<file path="src/rtl/rxr_pkg.sv">
package rxr_pkg;
  localparam int LEN_W  = 16;
  localparam int ADDR_W = 16;
  localparam int DATA_W = 8;
  localparam int DESC_W = 4 + LEN_W + ADDR_W;

  typedef struct packed {
    logic              empty;
    logic              wrap;
    logic              last;
    logic              err;
    logic [LEN_W-1:0]  len;
    logic [ADDR_W-1:0] buf_addr;
  } rx_desc_t;

  typedef enum logic [2:0] {
    ST_IDLE,
    ST_FETCH,
    ST_CHECK,
    ST_OPEN,
    ST_CLOSE
  } eng_st_t;

  localparam logic [1:0] SEL_BASE = 2'd0;
  localparam logic [1:0] SEL_MAX  = 2'd1;
  localparam logic [1:0] SEL_PTR  = 2'd2;
  localparam logic [1:0] SEL_CTRL = 2'd3;
endpackage

</file>
<file path="src/rtl/rxr_cfg_regs.sv">
module rxr_cfg_regs
  import rxr_pkg::*;
#(
  parameter int IDX_W = 4
) (
  input  logic             clk,
  input  logic             rst,
  input  logic             cfg_we,
  input  logic [1:0]       cfg_sel,
  input  logic [LEN_W-1:0] cfg_wdata,
  output logic [IDX_W-1:0] base_q,
  output logic [LEN_W-1:0] max_q,
  output logic             enable_q,
  output logic             wide_q,
  output logic             bad_q,
  output logic             ptr_wr,
  output logic [IDX_W-1:0] ptr_val
);
  logic [LEN_W-1:0] nxt_max;
  logic             nxt_wide;

  always_comb begin
    nxt_max  = max_q;
    nxt_wide = wide_q;
    if (cfg_we && cfg_sel == SEL_MAX)  nxt_max  = cfg_wdata;
    if (cfg_we && cfg_sel == SEL_CTRL) nxt_wide = cfg_wdata[1];
  end

  assign ptr_wr  = cfg_we && (cfg_sel == SEL_PTR);
  assign ptr_val = cfg_wdata[IDX_W-1:0];

  always_ff @(posedge clk) begin
    if (rst) begin
      base_q   <= '0;
      max_q    <= '0;
      enable_q <= 1'b0;
      wide_q   <= 1'b0;
      bad_q    <= 1'b1;
    end else begin
      if (cfg_we && cfg_sel == SEL_BASE) base_q <= cfg_wdata[IDX_W-1:0];
      if (cfg_we && cfg_sel == SEL_CTRL) enable_q <= cfg_wdata[0];
      max_q  <= nxt_max;
      wide_q <= nxt_wide;
      bad_q  <= (nxt_max == '0) || (nxt_wide && nxt_max[0]);
    end
  end


  zero_len_flag_chk: assert property (@(posedge clk) disable iff (rst)
    (cfg_we && cfg_sel == SEL_MAX && cfg_wdata == '0) |=> bad_q);
endmodule

</file>
<file path="src/rtl/rxr_desc_ram.sv">
module rxr_desc_ram
  import rxr_pkg::*;
#(
  parameter int IDX_W = 4
) (
  input  logic             clk,
  input  logic             sw_we,
  input  logic [IDX_W-1:0] sw_widx,
  input  rx_desc_t         sw_wdata,
  input  logic [IDX_W-1:0] sw_ridx,
  output rx_desc_t         sw_rdata,
  input  logic             eng_we,
  input  logic [IDX_W-1:0] eng_widx,
  input  rx_desc_t         eng_wdata,
  input  logic [IDX_W-1:0] eng_ridx,
  output rx_desc_t         eng_rdata
);
  localparam int DEPTH = 1 << IDX_W;

  rx_desc_t table_mem [DEPTH];

  always_ff @(posedge clk) begin
    if (eng_we) table_mem[eng_widx] <= eng_wdata;
    else if (sw_we) table_mem[sw_widx] <= sw_wdata;
    eng_rdata <= table_mem[eng_ridx];
    sw_rdata  <= table_mem[sw_ridx];
  end


  handback_clears_empty_chk: assert property (@(posedge clk)
    eng_we |-> !eng_wdata.empty);
endmodule

</file>
<file path="src/rtl/rxr_fill.sv">
module rxr_fill
  import rxr_pkg::*;
(
  input  logic              clk,
  input  logic              rst,
  input  logic              load,
  input  logic [ADDR_W-1:0] load_addr,
  input  logic [LEN_W-1:0]  load_max,
  input  logic              wr_fire,
  input  logic [DATA_W-1:0] in_data,
  output logic              mem_we,
  output logic [ADDR_W-1:0] mem_addr,
  output logic [DATA_W-1:0] mem_wdata,
  output logic              last_slot,
  output logic [LEN_W-1:0]  used
);
  logic [ADDR_W-1:0] ptr_q;
  logic [LEN_W-1:0]  cnt_q;
  logic [LEN_W-1:0]  lim_q;

  assign last_slot = (cnt_q == LEN_W'(1));
  assign used      = lim_q - cnt_q;

  always_ff @(posedge clk) begin
    if (rst) begin
      mem_we    <= 1'b0;
      mem_addr  <= '0;
      mem_wdata <= '0;
      ptr_q     <= '0;
      cnt_q     <= '0;
      lim_q     <= '0;
    end else begin
      mem_we <= wr_fire;
      if (wr_fire) begin
        mem_addr  <= ptr_q;
        mem_wdata <= in_data;
        ptr_q     <= ptr_q + ADDR_W'(1);
        cnt_q     <= cnt_q - LEN_W'(1);
      end
      if (load) begin
        ptr_q <= load_addr;
        cnt_q <= load_max;
        lim_q <= load_max;
      end
    end
  end


  budget_left_chk: assert property (@(posedge clk) disable iff (rst)
    wr_fire |-> cnt_q != '0);


  addr_step_chk: assert property (@(posedge clk) disable iff (rst)
    (mem_we && $past(mem_we)) |-> (mem_addr == $past(mem_addr) + ADDR_W'(1)));


  limit_hold_chk: assert property (@(posedge clk) disable iff (rst)
    wr_fire |=> $stable(lim_q));
endmodule

</file>
<file path="src/rtl/rxr_ctrl.sv">
module rxr_ctrl
  import rxr_pkg::*;
#(
  parameter int IDX_W = 4
) (
  input  logic              clk,
  input  logic              rst,
  input  logic              enable,
  input  logic              cfg_bad,
  input  logic [IDX_W-1:0]  base,
  input  logic              ptr_wr,
  input  logic [IDX_W-1:0]  ptr_val,
  input  logic              in_valid,
  input  logic              in_eof,
  input  logic              in_err,
  input  rx_desc_t          rd_desc,
  input  logic              last_slot,
  input  logic [LEN_W-1:0]  used,
  output logic [IDX_W-1:0]  rd_idx,
  output logic              wb_we,
  output rx_desc_t          wb_desc,
  output logic              load,
  output logic [ADDR_W-1:0] load_addr,
  output logic              wr_fire,
  output logic              open_o,
  output logic              busy_o,
  output logic [IDX_W-1:0]  dptr_q
);
  eng_st_t           st;
  logic              fresh_q;
  logic              wrap_q;
  logic [ADDR_W-1:0] addr_q;
  logic              eof_q;
  logic              err_q;
  logic              ptr_ok;
  logic              close_now;
  logic              unused_desc_bits;

  assign unused_desc_bits = ^{rd_desc.last, rd_desc.err, rd_desc.len};

  assign rd_idx    = dptr_q;
  assign open_o    = (st == ST_OPEN);
  assign wr_fire   = (st == ST_OPEN) && enable && in_valid && !in_err;
  assign close_now = (st == ST_OPEN) && enable && in_valid &&
                     (in_err || in_eof || last_slot);
  assign load      = (st == ST_CHECK) && enable && rd_desc.empty && !cfg_bad;
  assign load_addr = rd_desc.buf_addr;
  assign ptr_ok    = (st == ST_IDLE) || busy_o;

  always_comb begin
    wb_we            = (st == ST_CLOSE);
    wb_desc.empty    = 1'b0;
    wb_desc.wrap     = wrap_q;
    wb_desc.last     = eof_q;
    wb_desc.err      = err_q;
    wb_desc.len      = used;
    wb_desc.buf_addr = addr_q;
  end

  always_ff @(posedge clk) begin
    if (rst) begin
      st      <= ST_IDLE;
      dptr_q  <= '0;
      fresh_q <= 1'b1;
      busy_o  <= 1'b0;
      wrap_q  <= 1'b0;
      addr_q  <= '0;
      eof_q   <= 1'b0;
      err_q   <= 1'b0;
    end else begin
      case (st)
        ST_IDLE: begin
          if (enable) begin
            st <= ST_FETCH;
            if (fresh_q) dptr_q <= base;
            fresh_q <= 1'b0;
          end
        end
        ST_FETCH: st <= ST_CHECK;
        ST_CHECK: begin
          if (load) begin
            st     <= ST_OPEN;
            wrap_q <= rd_desc.wrap;
            addr_q <= rd_desc.buf_addr;
            busy_o <= 1'b0;
          end else begin
            st     <= ST_FETCH;
            busy_o <= !rd_desc.empty;
          end
        end
        ST_OPEN: begin
          if (close_now) begin
            st    <= ST_CLOSE;
            eof_q <= in_eof;
            err_q <= in_err;
          end
        end
        ST_CLOSE: begin
          st     <= ST_FETCH;
          dptr_q <= wrap_q ? base : dptr_q + IDX_W'(1);
        end
        default: st <= ST_IDLE;
      endcase
      if (!enable && st != ST_IDLE) begin
        st     <= ST_IDLE;
        busy_o <= 1'b0;
      end
      if (ptr_wr && ptr_ok) begin
        dptr_q  <= ptr_val;
        fresh_q <= 1'b0;
        if (st != ST_IDLE && enable) st <= ST_FETCH;
      end
    end
  end


  ptr_hold_open_chk: assert property (@(posedge clk) disable iff (rst)
    (st == ST_OPEN) |=> $stable(dptr_q));


  wrap_base_chk: assert property (@(posedge clk) disable iff (rst)
    (st == ST_CLOSE && wrap_q) |=> (dptr_q == $past(base)));


  step_next_chk: assert property (@(posedge clk) disable iff (rst)
    (st == ST_CLOSE && !wrap_q) |=> (dptr_q == $past(dptr_q) + IDX_W'(1)));


  busy_not_open_chk: assert property (@(posedge clk) disable iff (rst)
    busy_o |-> !open_o);


  bad_cfg_no_open_chk: assert property (@(posedge clk) disable iff (rst)
    (st == ST_CHECK && cfg_bad) |=> !open_o);
endmodule

</file>
<file path="src/rtl/rxbd_ring_engine.sv">
module rxbd_ring_engine
  import rxr_pkg::*;
#(
  parameter int IDX_W = 4
) (
  input  logic              clk,
  input  logic              rst,
  input  logic              cfg_we,
  input  logic [1:0]        cfg_sel,
  input  logic [LEN_W-1:0]  cfg_wdata,
  input  logic              bd_we,
  input  logic [IDX_W-1:0]  bd_widx,
  input  logic [DESC_W-1:0] bd_wdata,
  input  logic [IDX_W-1:0]  bd_ridx,
  output logic [DESC_W-1:0] bd_rdata,
  input  logic              in_valid,
  input  logic [DATA_W-1:0] in_data,
  input  logic              in_eof,
  input  logic              in_err,
  output logic              mem_we,
  output logic [ADDR_W-1:0] mem_addr,
  output logic [DATA_W-1:0] mem_wdata,
  output logic              rx_open,
  output logic              rx_busy,
  output logic              cfg_err,
  output logic [IDX_W-1:0]  cur_idx
);
  logic [IDX_W-1:0]  base_q;
  logic [LEN_W-1:0]  max_q;
  logic              enable_q;
  logic              wide_q;
  logic              ptr_wr;
  logic [IDX_W-1:0]  ptr_val;
  rx_desc_t          sw_wdesc;
  rx_desc_t          sw_rdesc;
  rx_desc_t          eng_rdesc;
  rx_desc_t          wb_desc;
  logic              wb_we;
  logic [IDX_W-1:0]  rd_idx;
  logic              load;
  logic [ADDR_W-1:0] load_addr;
  logic              wr_fire;
  logic              last_slot;
  logic [LEN_W-1:0]  used;
  logic              unused_wide;

  assign sw_wdesc    = rx_desc_t'(bd_wdata);
  assign bd_rdata    = sw_rdesc;
  assign unused_wide = wide_q;

  rxr_cfg_regs #(.IDX_W(IDX_W)) i_cfg (
    .clk(clk), .rst(rst), .cfg_we(cfg_we), .cfg_sel(cfg_sel), .cfg_wdata(cfg_wdata),
    .base_q(base_q), .max_q(max_q), .enable_q(enable_q), .wide_q(wide_q),
    .bad_q(cfg_err), .ptr_wr(ptr_wr), .ptr_val(ptr_val)
  );

  rxr_desc_ram #(.IDX_W(IDX_W)) i_ram (
    .clk(clk),
    .sw_we(bd_we), .sw_widx(bd_widx), .sw_wdata(sw_wdesc),
    .sw_ridx(bd_ridx), .sw_rdata(sw_rdesc),
    .eng_we(wb_we), .eng_widx(cur_idx), .eng_wdata(wb_desc),
    .eng_ridx(rd_idx), .eng_rdata(eng_rdesc)
  );

  rxr_fill i_fill (
    .clk(clk), .rst(rst), .load(load), .load_addr(load_addr), .load_max(max_q),
    .wr_fire(wr_fire), .in_data(in_data),
    .mem_we(mem_we), .mem_addr(mem_addr), .mem_wdata(mem_wdata),
    .last_slot(last_slot), .used(used)
  );

  rxr_ctrl #(.IDX_W(IDX_W)) i_ctrl (
    .clk(clk), .rst(rst), .enable(enable_q), .cfg_bad(cfg_err), .base(base_q),
    .ptr_wr(ptr_wr), .ptr_val(ptr_val),
    .in_valid(in_valid), .in_eof(in_eof), .in_err(in_err),
    .rd_desc(eng_rdesc), .last_slot(last_slot), .used(used),
    .rd_idx(rd_idx), .wb_we(wb_we), .wb_desc(wb_desc),
    .load(load), .load_addr(load_addr), .wr_fire(wr_fire),
    .open_o(rx_open), .busy_o(rx_busy), .dptr_q(cur_idx)
  );


  write_needs_open_chk: assert property (@(posedge clk) disable iff (rst)
    mem_we |-> $past(rx_open && in_valid && !in_err));
endmodule

</file>
<file path="config.mk">
export PLATFORM = sky130hd
export DESIGN_NAME = rxbd_ring_engine
export DESIGN_NICKNAME = d
export VERILOG_FILES = /design/src/rtl/rxr_pkg.sv /design/src/rtl/rxr_cfg_regs.sv /design/src/rtl/rxr_desc_ram.sv /design/src/rtl/rxr_fill.sv /design/src/rtl/rxr_ctrl.sv /design/src/rtl/rxbd_ring_engine.sv
export SDC_FILE = /design/constraint.sdc
export NUM_CORES = 1
export LEC_CHECK = 0
export BUFFER_PORTS_ARGS = -buffer_cell sky130_fd_sc_hd__buf_4
export CAP_MARGIN = 30
export CELL_PAD_IN_SITES_DETAIL_PLACEMENT = 0
export CELL_PAD_IN_SITES_GLOBAL_PLACEMENT = 1
export CORE_MARGIN = 2
export CORE_UTILIZATION = 52
export DETAILED_ROUTE_END_ITERATION = 6
export PLACE_DENSITY = 0.83
export SLEW_MARGIN = 40
export SYNTH_ARGS = -nofsm -noshare
export SYNTH_HDL_FRONTEND = slang
export SYNTH_SLANG_ARGS = --single-unit
</file>
<file path="constraint.sdc">
create_clock -name clk -period 5.2 [get_ports clk]
set_clock_uncertainty 0.2 [all_clocks]
set_input_delay 1.3 -clock clk [delete_from_list [all_inputs] [get_ports clk]]
set_output_delay 1.3 -clock clk [all_outputs]
set_load 0.005 [all_outputs]
</file>
; Word-level counts from Yosys, hierarchy flattened
; Memory sizes are Yosys's and may differ from the RTL's. A register that Yosys moved wholly into a read port is not among the register bits.
; Cells that the tools add are included.
[word_totals]
register_bits = 124
ram_bits = 576
inputBits = 77
out_inout_bits = 68
elab_cells = 101
n_memories = 1
[classes]
n_addsub = 4
n_eq_ne = 10
mux = 30
n_reduce_logical = 37
[memory_table]
columns = memory, words, width, rd, rd_clocked_by_memory_dff, wr, line_no
row1 = i_ram.table_mem, 16, 36, 2, 2, 1, rxr_desc_ram.sv:20  ; rx_desc_t table_mem [DEPTH];
[ops]
columns = cell, n
row1 = $mux W16, 5
row2 = $mux W36, 1
row3 = $reduce_or A36 Y1, 1
row4 = $mux W4, 5
row5 = $add A16 B1 Y16 const B, 1
row6 = $eq A16 B1 Y1 const B, 1
row7 = $logic_not A16 Y1, 1
row8 = $sub A16 B1 Y16 const B, 1
row9 = $sub A16 B16 Y16, 1
row10 = $logic_and A1 B1 Y1, 15
row11 = $mux W3, 5
row12 = $pmux W3 S5, 1
row13 = $mux W1, 11
row14 = $pmux W4 S2, 1
row15 = $eq A3 B2 Y1 const B, 2
row16 = $reduce_and A2 Y1, 3
row17 = $reduce_bool A2 Y1, 3
row18 = $reduce_bool A3 Y1, 2
row19 = $add A4 B1 Y4 const B, 1
row20 = $eq A2 B2 Y1 const B, 2
row21 = $logic_not A1 Y1, 4
row22 = $logic_or A1 B1 Y1, 4
row23 = $eq A3 B1 Y1 const B, 1
row24 = $eq A3 B3 Y1 const B, 1
row25 = 8 further kinds, 8

; Longest topological paths before layout
; Gate-level depths: netlist of run 1.
[logic_depth]
depth_word = 9
depth_mapped = 9
mapped_depth_nobuf = 9

; Cells and area by module
; Synthesis of run 1 repeated with hierarchy kept, for this count alone.
[hier_totals]
cells_unflattened = 2098
area_unflattened_um2 = 34131.5
[by_module_without_submodules]
columns = module, n_inst, cells_each, area_per_inst_um2
row1 = rxr_desc_ram, 1, 1333, 27754.1
row2 = rxr_fill, 1, 457, 3853.7
row3 = rxr_ctrl, 1, 192, 1570.3
row4 = rxr_cfg_regs, 1, 116, 953.4

; Worst setup path before layout of run 1
; No wires, ideal clock.
[synth_path]
kind = input to register
startpoint = input bd_we
endpoint = memory i_ram.table_mem[13][0] (netlist bit) (enable)
setup_time_ns = 0.429
t_arrival_ns = 3.322
slack_ns = 1.248
cell_stages = 5
path_cell_list = inv_1 > nor2_1 > and3_1 > a31oi_1 > nor2_1
[synth_between]
elab_chain_cells = 5
[synth_rtl]
columns = item, line_no
row1 = start: declaration, rxbd_ring_engine.sv:11  ; input logic bd_we,
row2 = $mux W1 (*), rxr_desc_ram.sv:24  ; else if (sw_we) table_mem[sw_widx] <= sw_wdata;
row3 = $mux W1 (*), rxr_desc_ram.sv:23  ; if (eng_we) table_mem[eng_widx] <= eng_wdata;
row4 = $mux W1 (not written as such) (*), rxr_desc_ram.sv:24
row5 = $reduce_or A36 Y1 (no source line), -
row6 = $mux W4 (no source line) / $mux W1 (equally long branches), -
row7 = end: declaration, rxr_desc_ram.sv:20
; Mark *: on every way between the ends. The rest lies on a longest branch, timed or not.

; Final worst setup path of run 1
[layout_path]
startpoint = register i_ctrl.st[1]
endpoint = memory i_ram.table_mem[11][30] (netlist bit) (enable)
[layout_between]
elab_chain_cells = 5
[layout_rtl]
columns = item, line_no
row1 = start: declaration, rxr_ctrl.sv:29  ; eng_st_t st;
row2 = start signal: assignment, rxr_ctrl.sv:62  ; st <= ST_IDLE;
row3 = start signal: assignment, rxr_ctrl.sv:74  ; st <= ST_FETCH;
row4 = start signal: assignment, rxr_ctrl.sv:79  ; ST_FETCH: st <= ST_CHECK;
row5 = $eq A3 B3 Y1 (*), rxr_ctrl.sv:51  ; wb_we = (st == ST_CLOSE);
row6 = $mux W1, rxr_desc_ram.sv:23
row7 = $mux W1 (not written as such), rxr_desc_ram.sv:24
row8 = $reduce_or A36 Y1 (no source line), -
row9 = $mux W4 (no source line) / $mux W1 (equally long branches), -
; Marks and branches as above.

==> results of run 1 <==
==> flip-flops by register name, summed over array words and instances, names as in the netlist, 3 cells and up <==
register          count
i_fill.ptr_q         16
i_cfg.max_q          16
i_ram.eng_rdata      18
i_fill.mem_wdata      8
i_ctrl.addr_q        16
i_fill.lim_q         16
i_cfg.base_q          4
i_ctrl.st             3
i_fill.mem_addr      16
i_ram.sw_rdata       36
i_ram.table_mem     576
i_fill.cnt_q         16
i_ctrl.dptr_q         4
==> per-layer routing <==
metal | part of all wire [%] | vias to the layer above | global-route usage, %
li1 | - | 8086 | -
met1 | 39 | 9579 | 35.0
met2 | 49 | 949 | 42.3
met3 | 8.4 | 179 | 5.27
met4 | 3.4 | 2 | 8.90
met5 | 0.0087 | - | 0
==> stage by stage <==
stage,instances,power [W],utilization [%],instance area [sq um]
finish,2973,0.0132,60.8,36500
global route,2973,0.0135,60.8,36500
CTS,2969,0.0133,60.6,36400
detailed placement,2827,0.00760,56.2,33700
global placement,2827,0.00758,56.0,33600
floorplan,1973,0.00724,-,31400
==> power by group through the flow <==
stage | combinational, W | clock, W | sequential [W]
2_1_floorplan | 0.000465 | 0 | 0.00678
3_3_place_gp | 0.000767 | 0 | 0.00681
3_5_place_dp | 0.000789 | 0 | 0.00681
4_1_cts | 0.000793 | 0.00578 | 0.00669
5_1_grt | 0.000845 | 0.00601 | 0.00669
6_report | 0.000794 | 0.00572 | 0.00669
==> worst min-delay path by stage <==
stage,startpoint,slack (ns),cells past startpoint,end
after floorplan,i_ram.eng_rdata[34],0.22,2,i_ctrl.wrap_q
after global placement,i_ram.eng_rdata[34],0.23,2,i_ctrl.wrap_q
after detailed placement,i_ram.eng_rdata[34],0.24,2,i_ctrl.wrap_q
after CTS,i_ram.eng_rdata[34],0.25,2,i_ctrl.wrap_q
after global routing,i_ram.eng_rdata[34],0.27,2,i_ctrl.wrap_q
final,i_ram.eng_rdata[34],0.24,2,i_ctrl.wrap_q
==> cell usage after synthesis (4+ instances only) <==
cell type	number	area, sq um
dfxtp_1	178	3560
and3_1	4	25.0
o211ai_1	4	30.0
xor2_1	8	70.1
buf_1	13	48.8
a21oi_1	120	601
o31ai_1	7	52.6
a311oi_1	4	35.0
nor4_1	13	81.3
nor2_1	70	263
a221oi_1	36	315
nand2_1	267	1000
nor3b_1	9	67.6
ha_1	19	238
xnor2_1	22	193
a41oi_1	4	35.0
a22oi_1	17	128
mux4_2	216	4860
nand4_1	10	62.6
inv_1	32	120
clkbuf_1	75	282
nand2b_1	4	25.0
mux2i_1	77	771
nor3_1	12	60.1
o21a_1	9	67.6
edfxtp_1	576	17300
a21o_1	7	52.6
a31oi_1	11	68.8
nand3_1	13	65.1
or3_1	6	37.5
o21ai_0	41	205
a211oi_1	11	82.6
buf_2	28	140
and2_1	5	31.3
o2111ai_1	4	35.0
==> tightest hold or removal path, delay by kind of cell, from the launching register on <==
family	cells	cell delay (ns)
DFF	1	0.30
and+or+nand+nor	1	0.05
AOI/OAI and AO/OA	1	0.05
==> cell families after synthesis <==
family,after synthesis
xor+xnor,30
buf+inv,152
mux,294
fa+ha+maj,20
simple gates,434
compound gates,289
flops,754
==> layout make-up <==
cell class              instances  area, sq um  share of cell area (%)
flip-flops and latches        754        20900                    57.2
multi-input cells            1067        10200                    28.0
clock buffers                 108         2270                    6.22
repair buffers                195         1650                    4.53
well taps                     782          978                    2.68
clock inverters                34          374                    1.03
inverters                      32          120                   0.329
diodes                          1         2.50                 0.00686
==> flow_summary.yaml, run 1 <==
status:
  status: "finished, final reports clean"
grt:
  track_usage_pct: 25.9
  grt_pass1_vias: 18700
  antenna_found_initial: 2
  grt_max_degree: 103
  grt_pass1_wl_mm: 120
  gr-total-overflow: 0
clock_tree:
  clk_pin_slew_ns: 0.06
  clk_latency_ns: 0.62
  htreeDepth: 3
  root_buffer: "clkbuf_16"
  cts_buffer_depth: 3
  cts.sinks: 754
  cts_buffers: 76
  cts_hold_buf: 0
  cts_resized: 0
  cts_setup_buffers: 0
  cts_tree: "done"
die:
  die_area_sq_um: 62400
  io_pins: 145
  fp.dieH_microns: 250
  core_sq_um: 60000
  initial_core_util_pct: 52.3
  rows: 90
  die_x_microns: 250
job:
  cap_violations: 0
route:
  antenna_left: 0
  first_pass_iters: 6
  drt-total-wl_mm: 80.3
  drcViolationCount: 0
  vias: 18800
  wl_per_cell_microns: 27.0
  drt_iter0_drc: 1987
  via_per_inst: 6.32
critical_path:
  crit_type: "flip-flop to flip-flop"
  slowest_stage: "nor2_4"
  r2r_slack_ns: 1.50
  cp_cell_sequence: "or3b_1 -> nand2_2 -> nor3b_1 -> a31oi_2 -> nor2_4 -> buf_4"
  cp_max_fo: 24
  reg2reg_from: "i_ctrl.st[1]"
  end_kind: "flip-flop"
  cp.required_ns: 5.26
  endpoint: "i_ram.table_mem[11][30]"
  startpoint: "i_ctrl.st[1]"
  slowest_delay_ns: 0.62
  crit_buf_inv: 1
  cp.depth: 6
  critPathLaunchType: "flip-flop"
  reg2reg_to: "i_ram.table_mem[11][30]"
  critical-path-top-delay-family: "simple AND/OR/NAND/NOR gates"
  cp.arrival_ns: 3.76
  r2r_cells: 6
logic_synthesis:
  ys_types: 67
  ys_seq_area_share_pct: 66.4
  synthArstFlopShare_pct: 0
  synthXorXnorAreaFrac_pct: 0.836
  synth-simple-area-share_pct: 6.15
  synth-compound-area-share_pct: 5.85
  ys_seq_elements: 754
  synth_edf_count: 576
  ys_warn_count: 0
  synthCells: 1973
  mappedNetlistArea_sq_um: 31400
  synth.net_count: 2070
  synthFlopType: "edfxtp_1"
  synth_top_family_by_area: "multiplexers"
  synthMuxAreaShare_pct: 18.0
  synth_fa_ha_area_share_pct: 0.820
  syn_avg_cell_area_sq_um: 15.9
power:
  ir_drop_mv: 0.343
  p_comb_share_pct: 6.0
  netSwitchingPower_w: 0.00283
  p_sw_share_pct: 21.5
  power_density_nw_per_um2: 362
  p_leak_nw: 12.1
  cellInternalPower_w: 0.0104
  power_frac_clock_pct: 43.3
  pwr-share-seq_pct: 50.7
layout:
  filler_cell_count: 4380
  layout_common_cells: "576 x edfxtp_1, 265 x nand2_1, 216 x mux4_2, 179 x buf_4, 175 x dfxtp_1"
  final_nets: 2223
  layout_commonest_cell: "edfxtp_1"
  drive_gt1_share_pct: 27.0
  area_growth_pct: 16.1
sta:
  rsz0062_at_grt: "false"
  worst_pin_slew_ns: 0.843
  setup_viol: 0
  post-route-period-util_pct: 71.2
  slew_headroom_pct: 43.8
  fin_ws_ns: 1.50
  fin_tns_setup_ns: 0
  hold_viol_final: 0
  period_minus_slack_ns: 3.70
  fin_hold_ws_ns: 0.243
  max_freq_mhz: 270
  maxSlewViolCount: 0
place:
  dpl.hpwl_mm: 47.8
  gp_congestion: 0.827
  io_buffers: 144
  dp_slack_ns: 1.22
min_path:
  min_path_type: "flip-flop to flip-flop"
(Power assumes the default switching activity.)
==> inputs of run 2 (changes only) <==
clock period = 3.6 ns   (was 5.2 ns; I/O delays follow)
==> flow_summary.yaml, run 2 (synthesized netlist as in run 1, its figures left out) <==
critical_path:
  startpoint: "i_fill.cnt_q[1]"
  reg2reg_from: "i_fill.cnt_q[1]"
  end_kind: "flip-flop"
  critPathLaunchType: "flip-flop"
  cp_cell_sequence: "inv_1 -> ha_1 -> nor2b_1 -> o31ai_1 -> a21oi_1 -> or4_1 -> nand3b_1"
  slowest_stage: "or4_1"
  cp_max_fo: 16
  cp.arrival_ns: 3.36
  cp.required_ns: 3.75
  slowest_delay_ns: 0.58
  crit_type: "flip-flop to flip-flop"
  r2r_slack_ns: 0.38
status:
  status: "finished, final reports clean"
layout:
  layout.cells.non_filler: 2996
  diodes: 0
  filler_cell_count: 4328
  layout_common_cells: "576 x edfxtp_1, 265 x nand2_1, 216 x mux4_2, 192 x buf_4, 176 x dfxtp_1"
  area_growth_pct: 16.7
  largest_reg_flops: 576
  top_register: "i_ram.table_mem"
  multi_input_area_sq_um: 10200
  seq_area_sq_um: 20900
  final_nets: 2250
  drive_gt1_share_pct: 27.2
  layout_commonest_cell: "edfxtp_1"
  reg.largest.list: "i_ram.table_mem: 576 flops, i_ram.sw_rdata: 36 flops, i_ram.eng_rdata: 18 flops"
  fin_util_pct: 61.1
power:
  ir_drop_mv: 0.459
  p_leak_nw: 12.2
  power_density_nw_per_um2: 510
grt:
  grt_pass1_wl_mm: 122
  grt_pass1_vias: 19300
  track_usage_pct: 26.4
  antenna_found_initial: 0
  gr-total-overflow: 0
  grt_max_degree: 65
clock_tree:
  cts_hold_buf: 0
  clk_latency_ns: 0.62
  cts_setup_buffers: 0
  cts_buffers: 77
  cts_buffer_depth: 3
  clk_pin_slew_ns: 0.06
  root_buffer: "clkbuf_16"
  cts.sinks: 754
  cts_resized: 0
  cts_tree: "done"
  htreeDepth: 3
place:
  gp_congestion: 0.858
  io_buffers: 144
  dp_slack_ns: 0.383
  dpl.hpwl_mm: 48.3
  placed_cells: 2856
route:
  drt_iter0_drc: 2059
  vias: 19100
  wl_per_cell_microns: 27.3
  via_per_inst: 6.38
  first_pass_iters: 5
  antenna_left: 0
  drcViolationCount: 0
  drt-total-wl_mm: 81.7
die:
  core_sq_um: 60000
  io_pins: 145
  rows: 90
  fp.dieH_microns: 250
  die_area_sq_um: 62400
  die_x_microns: 250
  initial_core_util_pct: 52.3
sta:
  fin_tns_setup_ns: 0
  post-route-period-util_pct: 89.4
  worst_pin_slew_ns: 0.840
  hold_viol_final: 0
  slew_headroom_pct: 44.0
  max_freq_mhz: 311
  maxSlewViolCount: 0
  rsz0062_at_grt: "false"
  period_minus_slack_ns: 3.22
  setup_viol: 0
  fin_ws_ns: 0.382
min_path:
  worstHoldStart: "i_ram.eng_rdata[34]"
  min_path_type: "flip-flop to flip-flop"
job:
  cap_violations: 0
run 2: cell count changes in the layout (fill, tap and decap cells not counted), sizes merged:
cell and delta:
inv -5, diode -1, clkbuf +12, buf +27
clkinv -5, bufinv -5
run 2: final cells by class:
type	count	share of cell area [%]
Sequential cell	754	56.9
Multi-Input combinational cell	1067	27.8
Clock buffer	121	6.43
Timing Repair Buffer	221	5.48
Tap cell	782	2.67
Clock inverter	19	0.393
Inverter	32	0.328
run 2: stage by stage:
step                      total power, W  hold slack, ns  area, sq um
after floorplan                   0.0105           0.217        31400
after global placement            0.0110           0.229        34100
after detailed placement          0.0110           0.234        34100
after CTS                         0.0188           0.243        36600
after global routing              0.0192           0.264        36700
final                             0.0187           0.241        36700
run 2: per-layer routing:
layer	GRT usage [%]	vias up	wire [microns]
met3	4.92	207	6870
met2	42.3	972	39600
li1	-	8147	-
met1	36.0	9788	32100
met4	10.6	0	3110
met5	0	-	0
run 2: critical path, delay by kind of cell (launching register included):
family	cells	cell delay, ns
buf+inv	1	0.13
flops	1	0.45
simple gates	3	1.17
compound gates	2	0.74
fa+ha+maj	1	0.28
run 2: where the power goes:
part,leakage (nW),total [W],switching (W),internal [W]
clock,1.23,0.00787,0.00324,0.00463
combinational,4.25,0.00118,0.000646,0.000531
sequential,6.74,0.00965,0.000105,0.00955
total,12.2,0.0187,0.00399,0.0147
run 2: worst paths after layout:
path | end | depth (start not counted)
worst max-delay path | i_ram.table_mem[11][29] | 7
worst min-delay path | i_ctrl.wrap_q | 2
worst max register to register | i_ram.table_mem[11][29] | 7
worst min register to register | i_ctrl.wrap_q | 2
